**src/rtl/tsc_pkg.sv**
```systemverilog
package tsc_pkg;
  localparam int CTRL_W  = 64;
  localparam int PART_LO = 8;
  localparam int PART_W  = 8;
  localparam int TL_LO   = 16;
  localparam int TL_W    = 3;
  localparam int PCTX_LO = 32;
  localparam int SCTX_LO = 48;
  localparam int CTX_W   = 16;
  localparam int NSLOT   = 2;

  typedef struct packed {
    logic [CTX_W-1:0]  sctx;
    logic [CTX_W-1:0]  pctx;
    logic [TL_W-1:0]   tl;
    logic [PART_W-1:0] part;
  } ctrl_fields_t;

  function automatic ctrl_fields_t split_ctrl(input logic [CTRL_W-1:0] w);
    ctrl_fields_t f;
    f.part = w[PART_LO +: PART_W];
    f.tl   = w[TL_LO +: TL_W];
    f.pctx = w[PCTX_LO +: CTX_W];
    f.sctx = w[SCTX_LO +: CTX_W];
    return f;
  endfunction
endpackage

```
**src/rtl/tsc_ctrl_decode.sv**
```systemverilog
module tsc_ctrl_decode
  import tsc_pkg::*;
(
  input  logic [CTRL_W-1:0] ctrl_i,
  output ctrl_fields_t      fields_o
);
  assign fields_o = split_ctrl(ctrl_i);
endmodule

```
**src/rtl/tsc_slot_match.sv**
```systemverilog
module tsc_slot_match #(
  parameter int ADDR_W  = 48,
  parameter int SIZE_W  = 5,
  parameter int SPACE_W = 8
) (
  input  logic               slot_on_i,
  input  logic [ADDR_W-1:0]  base_i,
  input  logic [ADDR_W-1:0]  mask_i,
  input  logic [ADDR_W-1:0]  pbase_i,
  input  logic [SPACE_W-1:0] space_i,
  input  logic [ADDR_W-1:0]  lk_vaddr_i,
  input  logic [SIZE_W-1:0]  lk_size_i,
  input  logic [SPACE_W-1:0] lk_space_i,
  output logic               match_o,
  output logic [ADDR_W-1:0]  paddr_o
);
  localparam int SUM_W = ADDR_W + 1;

  logic [SUM_W-1:0] va_end, pg_end;
  logic             lo_ok, hi_ok;

  always_comb begin
    va_end  = {1'b0, lk_vaddr_i} + SUM_W'(lk_size_i);
    pg_end  = {1'b0, base_i} + {1'b0, mask_i};
    lo_ok   = {1'b0, base_i} < va_end;
    hi_ok   = pg_end > {1'b0, lk_vaddr_i};
    match_o = slot_on_i && (space_i == lk_space_i) && lo_ok && hi_ok;
    paddr_o = (pbase_i & ~mask_i) | (lk_vaddr_i & mask_i);
  end
endmodule

```
**src/rtl/tsc_shortcut.sv**
```systemverilog
module tsc_shortcut
  import tsc_pkg::*;
#(
  parameter int ADDR_W  = 48,
  parameter int SIZE_W  = 5,
  parameter int SPACE_W = 8,
  parameter int IDX_W   = 6
) (
  input  logic               clk_i,
  input  logic               rst_ni,
  input  logic [63:0]        ctrl_word_i,
  output logic [7:0]         part_id_o,
  output logic [2:0]         trap_lvl_o,
  output logic [15:0]        pri_ctx_o,
  output logic [15:0]        sec_ctx_o,
  input  logic [ADDR_W-1:0]  lk_vaddr_i,
  input  logic [SIZE_W-1:0]  lk_size_i,
  input  logic [SPACE_W-1:0] lk_space_i,
  output logic               hit_o,
  output logic               hit_slot_o,
  output logic [ADDR_W-1:0]  paddr_o,
  input  logic               fill_i,
  input  logic [IDX_W-1:0]   fill_idx_i,
  input  logic [ADDR_W-1:0]  fill_base_i,
  input  logic [ADDR_W-1:0]  fill_mask_i,
  input  logic [ADDR_W-1:0]  fill_pbase_i,
  input  logic [SPACE_W-1:0] fill_space_i,
  input  logic               fill_implicit_i,
  input  logic               tlb_mod_i
);
  ctrl_fields_t fields;

  tsc_ctrl_decode u_dec (.ctrl_i(ctrl_word_i), .fields_o(fields));

  assign part_id_o  = fields.part;
  assign trap_lvl_o = fields.tl;
  assign pri_ctx_o  = fields.pctx;
  assign sec_ctx_o  = fields.sctx;

  logic               valid_q;
  logic [CTRL_W-1:0]  state_q;
  logic [NSLOT-1:0]   on_q;
  logic [IDX_W-1:0]   idx_q   [NSLOT];
  logic [ADDR_W-1:0]  base_q  [NSLOT];
  logic [ADDR_W-1:0]  mask_q  [NSLOT];
  logic [ADDR_W-1:0]  pbase_q [NSLOT];
  logic [SPACE_W-1:0] space_q [NSLOT];

  // slots count as empty while the cache is invalid
  logic [NSLOT-1:0]   on_eff;
  logic               cached;
  logic [SPACE_W-1:0] new_space;

  always_comb begin
    on_eff    = valid_q ? on_q : '0;
    cached    = 1'b0;
    for (int s = 0; s < NSLOT; s++)
      if (on_eff[s] && idx_q[s] == fill_idx_i) cached = 1'b1;
    new_space = fill_implicit_i ? '0 : fill_space_i;
  end

  always_ff @(posedge clk_i or negedge rst_ni) begin
    if (!rst_ni) begin
      valid_q <= 1'b0;
      state_q <= '0;
      on_q    <= '0;
      for (int s = 0; s < NSLOT; s++) begin
        idx_q[s]   <= '0;
        base_q[s]  <= '0;
        mask_q[s]  <= '0;
        pbase_q[s] <= '0;
        space_q[s] <= '0;
      end
    end else if (tlb_mod_i) begin
      valid_q <= 1'b0;
    end else if (fill_i) begin
      valid_q <= 1'b1;
      state_q <= ctrl_word_i;
      on_q    <= on_eff;
      if (!cached) begin
        on_q       <= {on_eff[0], 1'b1};
        idx_q[1]   <= idx_q[0];
        base_q[1]  <= base_q[0];
        mask_q[1]  <= mask_q[0];
        pbase_q[1] <= pbase_q[0];
        space_q[1] <= space_q[0];
        idx_q[0]   <= fill_idx_i;
        base_q[0]  <= fill_base_i;
        mask_q[0]  <= fill_mask_i;
        pbase_q[0] <= fill_pbase_i;
        space_q[0] <= new_space;
      end
    end
  end

  logic              ctx_ok;
  logic [NSLOT-1:0]  match;
  logic [ADDR_W-1:0] slot_pa [NSLOT];

  assign ctx_ok = valid_q && (state_q == ctrl_word_i);

  for (genvar g = 0; g < NSLOT; g++) begin : g_slot
    tsc_slot_match #(.ADDR_W(ADDR_W), .SIZE_W(SIZE_W), .SPACE_W(SPACE_W)) u_match (
      .slot_on_i (on_q[g] && ctx_ok),
      .base_i    (base_q[g]),
      .mask_i    (mask_q[g]),
      .pbase_i   (pbase_q[g]),
      .space_i   (space_q[g]),
      .lk_vaddr_i(lk_vaddr_i),
      .lk_size_i (lk_size_i),
      .lk_space_i(lk_space_i),
      .match_o   (match[g]),
      .paddr_o   (slot_pa[g])
    );
  end

  always_comb begin
    hit_o      = |match;
    hit_slot_o = !match[0] && match[1];
    if (match[0])      paddr_o = slot_pa[0];
    else if (match[1]) paddr_o = slot_pa[1];
    else               paddr_o = '0;
  end
endmodule

```
**config.mk**
```make
export PLATFORM = sky130hd
export DESIGN_NAME = tsc_shortcut
export DESIGN_NICKNAME = d
export VERILOG_FILES = /design/src/rtl/tsc_pkg.sv /design/src/rtl/tsc_ctrl_decode.sv /design/src/rtl/tsc_slot_match.sv /design/src/rtl/tsc_shortcut.sv
export SDC_FILE = /design/constraint.sdc
export NUM_CORES = 1
export LEC_CHECK = 0
export BUFFER_PORTS_ARGS = -buffer_cell sky130_fd_sc_hd__buf_2
export CELL_PAD_IN_SITES_DETAIL_PLACEMENT = 2
export CELL_PAD_IN_SITES_GLOBAL_PLACEMENT = 2
export CORE_ASPECT_RATIO = 0.5
export CORE_MARGIN = 1.5
export CORE_UTILIZATION = 41
export DETAILED_ROUTE_END_ITERATION = 10
export HOLD_SLACK_MARGIN = 0.15
export PLACE_DENSITY = 0.89
export SLEW_MARGIN = 10
export SYNTH_ARGS = -nofsm -noshare
export SYNTH_HDL_FRONTEND = slang
export SYNTH_HIERARCHICAL = 1
export SYNTH_SLANG_ARGS = --single-unit
export TNS_END_PERCENT = 5
```
**constraint.sdc**
```tcl
create_clock -name clk_i -period 17.7 [get_ports clk_i]
set_input_delay 0 -clock clk_i [delete_from_list [all_inputs] [get_ports clk_i]]
set_output_delay 0 -clock clk_i [all_outputs]
set_load 0.02 [all_outputs]
```
# Word-level counts from Yosys, hierarchy flattened
# Cells that the tools add are included.
# word_totals
regBits,383
inputBits,288
output_inout_bits,93
# op_classes
n_addsub,3
order_cmp,4
n_eq_ne,5
mux,9
bitwise_logic,10
n_reduce_logical,17
# ops
operator,n
bitwise AND 48 bit,4
adder 48 x 48 -> 49 bit,2
> comparator 49 x 48 -> 1 bit,2
< comparator 48 x 49 -> 1 bit,2
two-way mux 48 bit,2
NOT 48 bit,2
OR 48 bit,2
== test 64 bit,1
adder 48 x 5 -> 49 bit,1
== test 8 bit,2
== test 6 bit,2
logical AND 1 bit,12
two-way mux 8 bit,1
two-way mux 1 bit,4
two-way mux 2 bit,2
AND reduction 3 bit,1
NOT 1 bit,2
AND reduction 2 bit,1
nonzero test 2 bit,1
OR reduction 2 bit,1
logical NOT 1 bit,1

# Longest topological paths before layout
# depth
ltp_word,8
ltp_mapped,26

# By module
# The synthesis kept the hierarchy.
# by_module_without_submodules
mod,n_inst,cells_per_inst,area_per_inst_um2,seq_area_each_um2
tsc_shortcut,1,1143,16102.9,9584.2
tsc_slot_match at g_slot[0].u_match,1,878,6468.7,0.0
tsc_slot_match at g_slot[1].u_match,1,847,6401.1,0.0
tsc_ctrl_decode,1,43,322.8,0.0

# Least setup slack after synthesis
# Ideal clock, no wire load.
# synth_timing
kind,register to output
from,register base_q[48] (netlist name)
to,output paddr_o[17]
arrival_ps,5873
required_ps,17700
path_slack_ps,11827
stages_incl_launch_ff,26
n_path_buf,3
cell_sequence,dfrtp_1 -> ha_1 -> fa_1 -> a21o_1 -> a221oi_2 -> o22ai_1 -> a311oi_1 -> a22o_1 -> nor4_1 -> nor3_2 -> o21ai_1 -> xor2_1 -> ha_1 -> nand4_1 -> nor3_1 -> nand4_1 -> or4_1 -> mux2i_1 -> a21oi_1 -> a2111oi_0 -> a211oi_2 -> clkbuf_1 -> nor2b_1 -> clkbuf_1 -> buf_1 -> a22o_1
# synth_between
elab_chain_len,4
word_cells_on_any_way,6
# synth_rtl
element,line,text
"start, declared",tsc_shortcut.sv:44,logic [ADDR_W-1:0] base_q [NSLOT];
adder 48 x 48 -> 49 bit / < comparator 48 x 49 -> 1 bit (equally long branches),"tsc_slot_match.sv:24, tsc_slot_match.sv:25",
> comparator 49 x 48 -> 1 bit / logical AND 1 bit (equally long branches),"tsc_slot_match.sv:26, tsc_slot_match.sv:27",
logical AND 1 bit *,tsc_slot_match.sv:27,match_o = slot_on_i && (space_i == lk_space_i) && lo_ok && hi_ok;
named net match[0],tsc_shortcut.sv:97,logic [NSLOT-1:0] match;
two-way mux 48 bit *,tsc_shortcut.sv:120,if (match[0]) paddr_o = slot_pa[0];
"end, declared",tsc_shortcut.sv:21,"output logic [ADDR_W-1:0] paddr_o,"
# The timed path passes the listed nets; every way through them passes the cells marked *.

# Final worst setup path
# layout_timing
from,register base_q[48] (netlist name)
to,output paddr_o[37]
# Same word-level chain as after synthesis.

==> reports/qor.yml <==
outcome: "finished with violations"
failed_checks: "capacitance limit, slew limit"
synth_area_per_cell_sq_um: 10.06
synthArstFlopShare_pct: 100.0
yosys-top-cells-area: "dfrtp_1, ha_1, mux2_2"
syn_area_sq_um: 29300
antenna_found_initial: 29
clk_latency_ns: 0.62
syn_inst: 2911
die-width_microns: 381.0
comb_power_share_pct: 53.0
arrival_ns: 10.64
place_ws_ns: 9.189
worst_pin_slew_ns: 1.771
cts_tree: "built"
critPathBufInv: 2
pwr_density_cell_nw_per_um2: 136.3
ios: 381
path_class: "flop to primary output"
cp.depth: 24
drtPass1Iterations: 8
tns_ns: 0
drt-total-wl_microns: 171300
clkTransAtPathRegs_ns: 0.09
post-route-period-util_pct: 60.10
floorplan.initialDensity_pct: 41.33
overflow: 0
fin_area_sq_um: 35650
yosys.cell_types.count: 86
drc: 0
grt_pass1_wl_microns: 223400
grt_usage_pct: 40.66
power_frac_clock_pct: 20.9
hold_path.class: "primary input to flop"
whs_ns: 0.1535
intPower_mw: 2.522
post-route-min-period_ns: 10.64
switching_share_pct: 48.11
grt_pass1_vias: 33090
setup_viol: 0
cts_made_buffers: 41
route.detailed.wl_per_inst_microns: 38.34
fin_nets: 4053
critPathLaunchType: "flop"
ir_drop_v: 0.00007190
finalWorstSetupSlack_ns: 7.062
slew_headroom_pct: -18.08
detail_route.vias_per_cell: 6.857
htree_levels: 2
cts_root_buf: "clkbuf_16"
crit_slowest_cell: "a2111oi_0"
reg2reg_depth: 7
yosysWarnings: 6
post_cts_buffers: 0
placed_area_sq_um: 31770
cap_violations: 1
grt_max_degree: 86
syn_nets: 3499
synth-seq-cells: 383
yosys.area.top_type: "dfrtp_1"
crit_chain: "ha_1, fa_1, a21o_1, a221oi_2, o21ba_2, a21oi_1, nor3_1, o31ai_1, a31oi_1, o21ai_1, xor2_1, ha_1, nand4_1, nor3_1, nand4_1, or4_1, mux2i_1, a21oi_1, a2111oi_0, a211oi_4, nor2b_4, buf_4, a22o_1, buf_2"
cts_buffer_depth: 3
postRouteAntennaNets: 0
synth_top_area_share_pct: 32.72
crit_family: "compound AO/OA/AOI/OAI gates"
ys.flop_type: "dfrtp_1"
synthToLayoutAreaGrowth_pct: 21.70
drv_slew: 5
dp_hpwl_microns: 89300
port-buffer-count: 380
netlist_top_cells_count: "dfrtp_1, nand2_1, ha_1, mux2_2, xnor2_1"
holdPathStages: 3
fin_skew_ns: 0.03115
routed-via-count: 30630
path_max_fanout: 29
ys_seq_area_share_pct: 32.72
finalHoldViolCount: 0
required_ns: 17.70
seq_power_share_pct: 26.1
post-route-util_pct: 50.30
yosysMostFrequentCell: "dfrtp_1"
fmax_mhz: 94.00
p_leak_nw: 16.65
synth_edf_count: 0
num_rows: 69
die_area_sq_um: 73160
drt-initial-drc-count: 3173
dieHeight_microns: 192.0
core_area_sq_um: 70880
drive_gt1_share_pct: 26.13
rsz0062_at_grt: "no"
cts_sinks: 383
max_stage_delay_ns: 1.03
routabilityCongestion: 0.9202
cp-end-kind: "primary output"
netSwitchingPower_mw: 2.338
-- worst min-delay path, cell delays in order --
cell and delay (ns):
dlygate4sd3_1 0.52, buf_2 0.10, mux2_2 0.13
-- kinds of logic after synthesis --
family	Yosys count	share of synthesized area, %
buf+inv	273	4.578
fa+ha+maj	300	12.92
compound gates	562	12.57
simple gates	729	12.38
mux	406	17.14
xor+xnor	258	7.713
flops	383	32.72
-- placed cells by master (no fill, tap or decap), drive strengths merged, types with 89 or more instances in the layout --
cell         instances
ha                 296
a21oi              159
inv                143
nand2              304
dlygate4sd3        240
nor2                91
o21ai              114
xnor2              205
a21o                89
mux2               404
buf                399
dfrtp              383
-- metal layers --
layer | part of all wire [%] | GRT usage [%] | up-vias
li1 | - | - | 11600
met1 | 34 | 43.38 | 15100
met2 | 45 | 70.46 | 2632
met3 | 11 | 10.75 | 1287
met4 | 9.9 | 29.31 | 22
met5 | 0.14 | 0 | -
-- sequential cells by signal (all words and copies together), names as in the netlist --
register / flops
base_q: 96
on_q: 2
state_q: 64
mask_q: 96
space_q: 16
pbase_q: 96
valid_q: 1
idx_q: 12
-- stage by stage --
stage                     std cells  power (mW)
final                          4467       4.860
after global routing           4459       4.919
after CTS                      4450       4.298
after detailed placement       4137       3.231
after global placement         4137       3.038
after floorplan                2911       2.513
-- power groups by stage --
stage	Combinational, mW	Sequential [mW]	Clock (mW)
2_1_floorplan	1.36	1.15	0
3_3_place_gp	1.83	1.21	0
3_5_place_dp	1.99	1.24	0
4_1_cts	2.11	1.23	0.965
5_1_grt	2.60	1.27	1.05
6_report	2.58	1.27	1.02
-- repair_timing --
action                    CTS  global route
resized for setup           0             0
hold buffers              241             0
hold endpoints to repair  342             0
-- worst paths after layout --
kind	start	end	slack [ns]
worst max-delay path	base_q[48]	paddr_o[37]	7.06
worst min-delay path	fill_mask_i[15]	mask_q[63]	0.15
worst max register to register	idx_q[8]	pbase_q[63]	12.84
worst min register to register	state_q[60]	state_q[60]	0.50
max in group asynchronous	rst_ni	pbase_q[49]	14.52
min in group asynchronous	rst_ni	base_q[74]	0.56
-- final cells by class --
type,count,area [sq um]
multi-input cells,2255,18420
fillers,7172,35230
repair buffers,641,4482
clock buffers,54,1187
flip-flops and latches,383,9584
well taps,958,1199
inverters,143,536.8
clock inverters,18,209.0
diodes,15,37.54
Note: power is estimated with default switching activity, not from simulation.
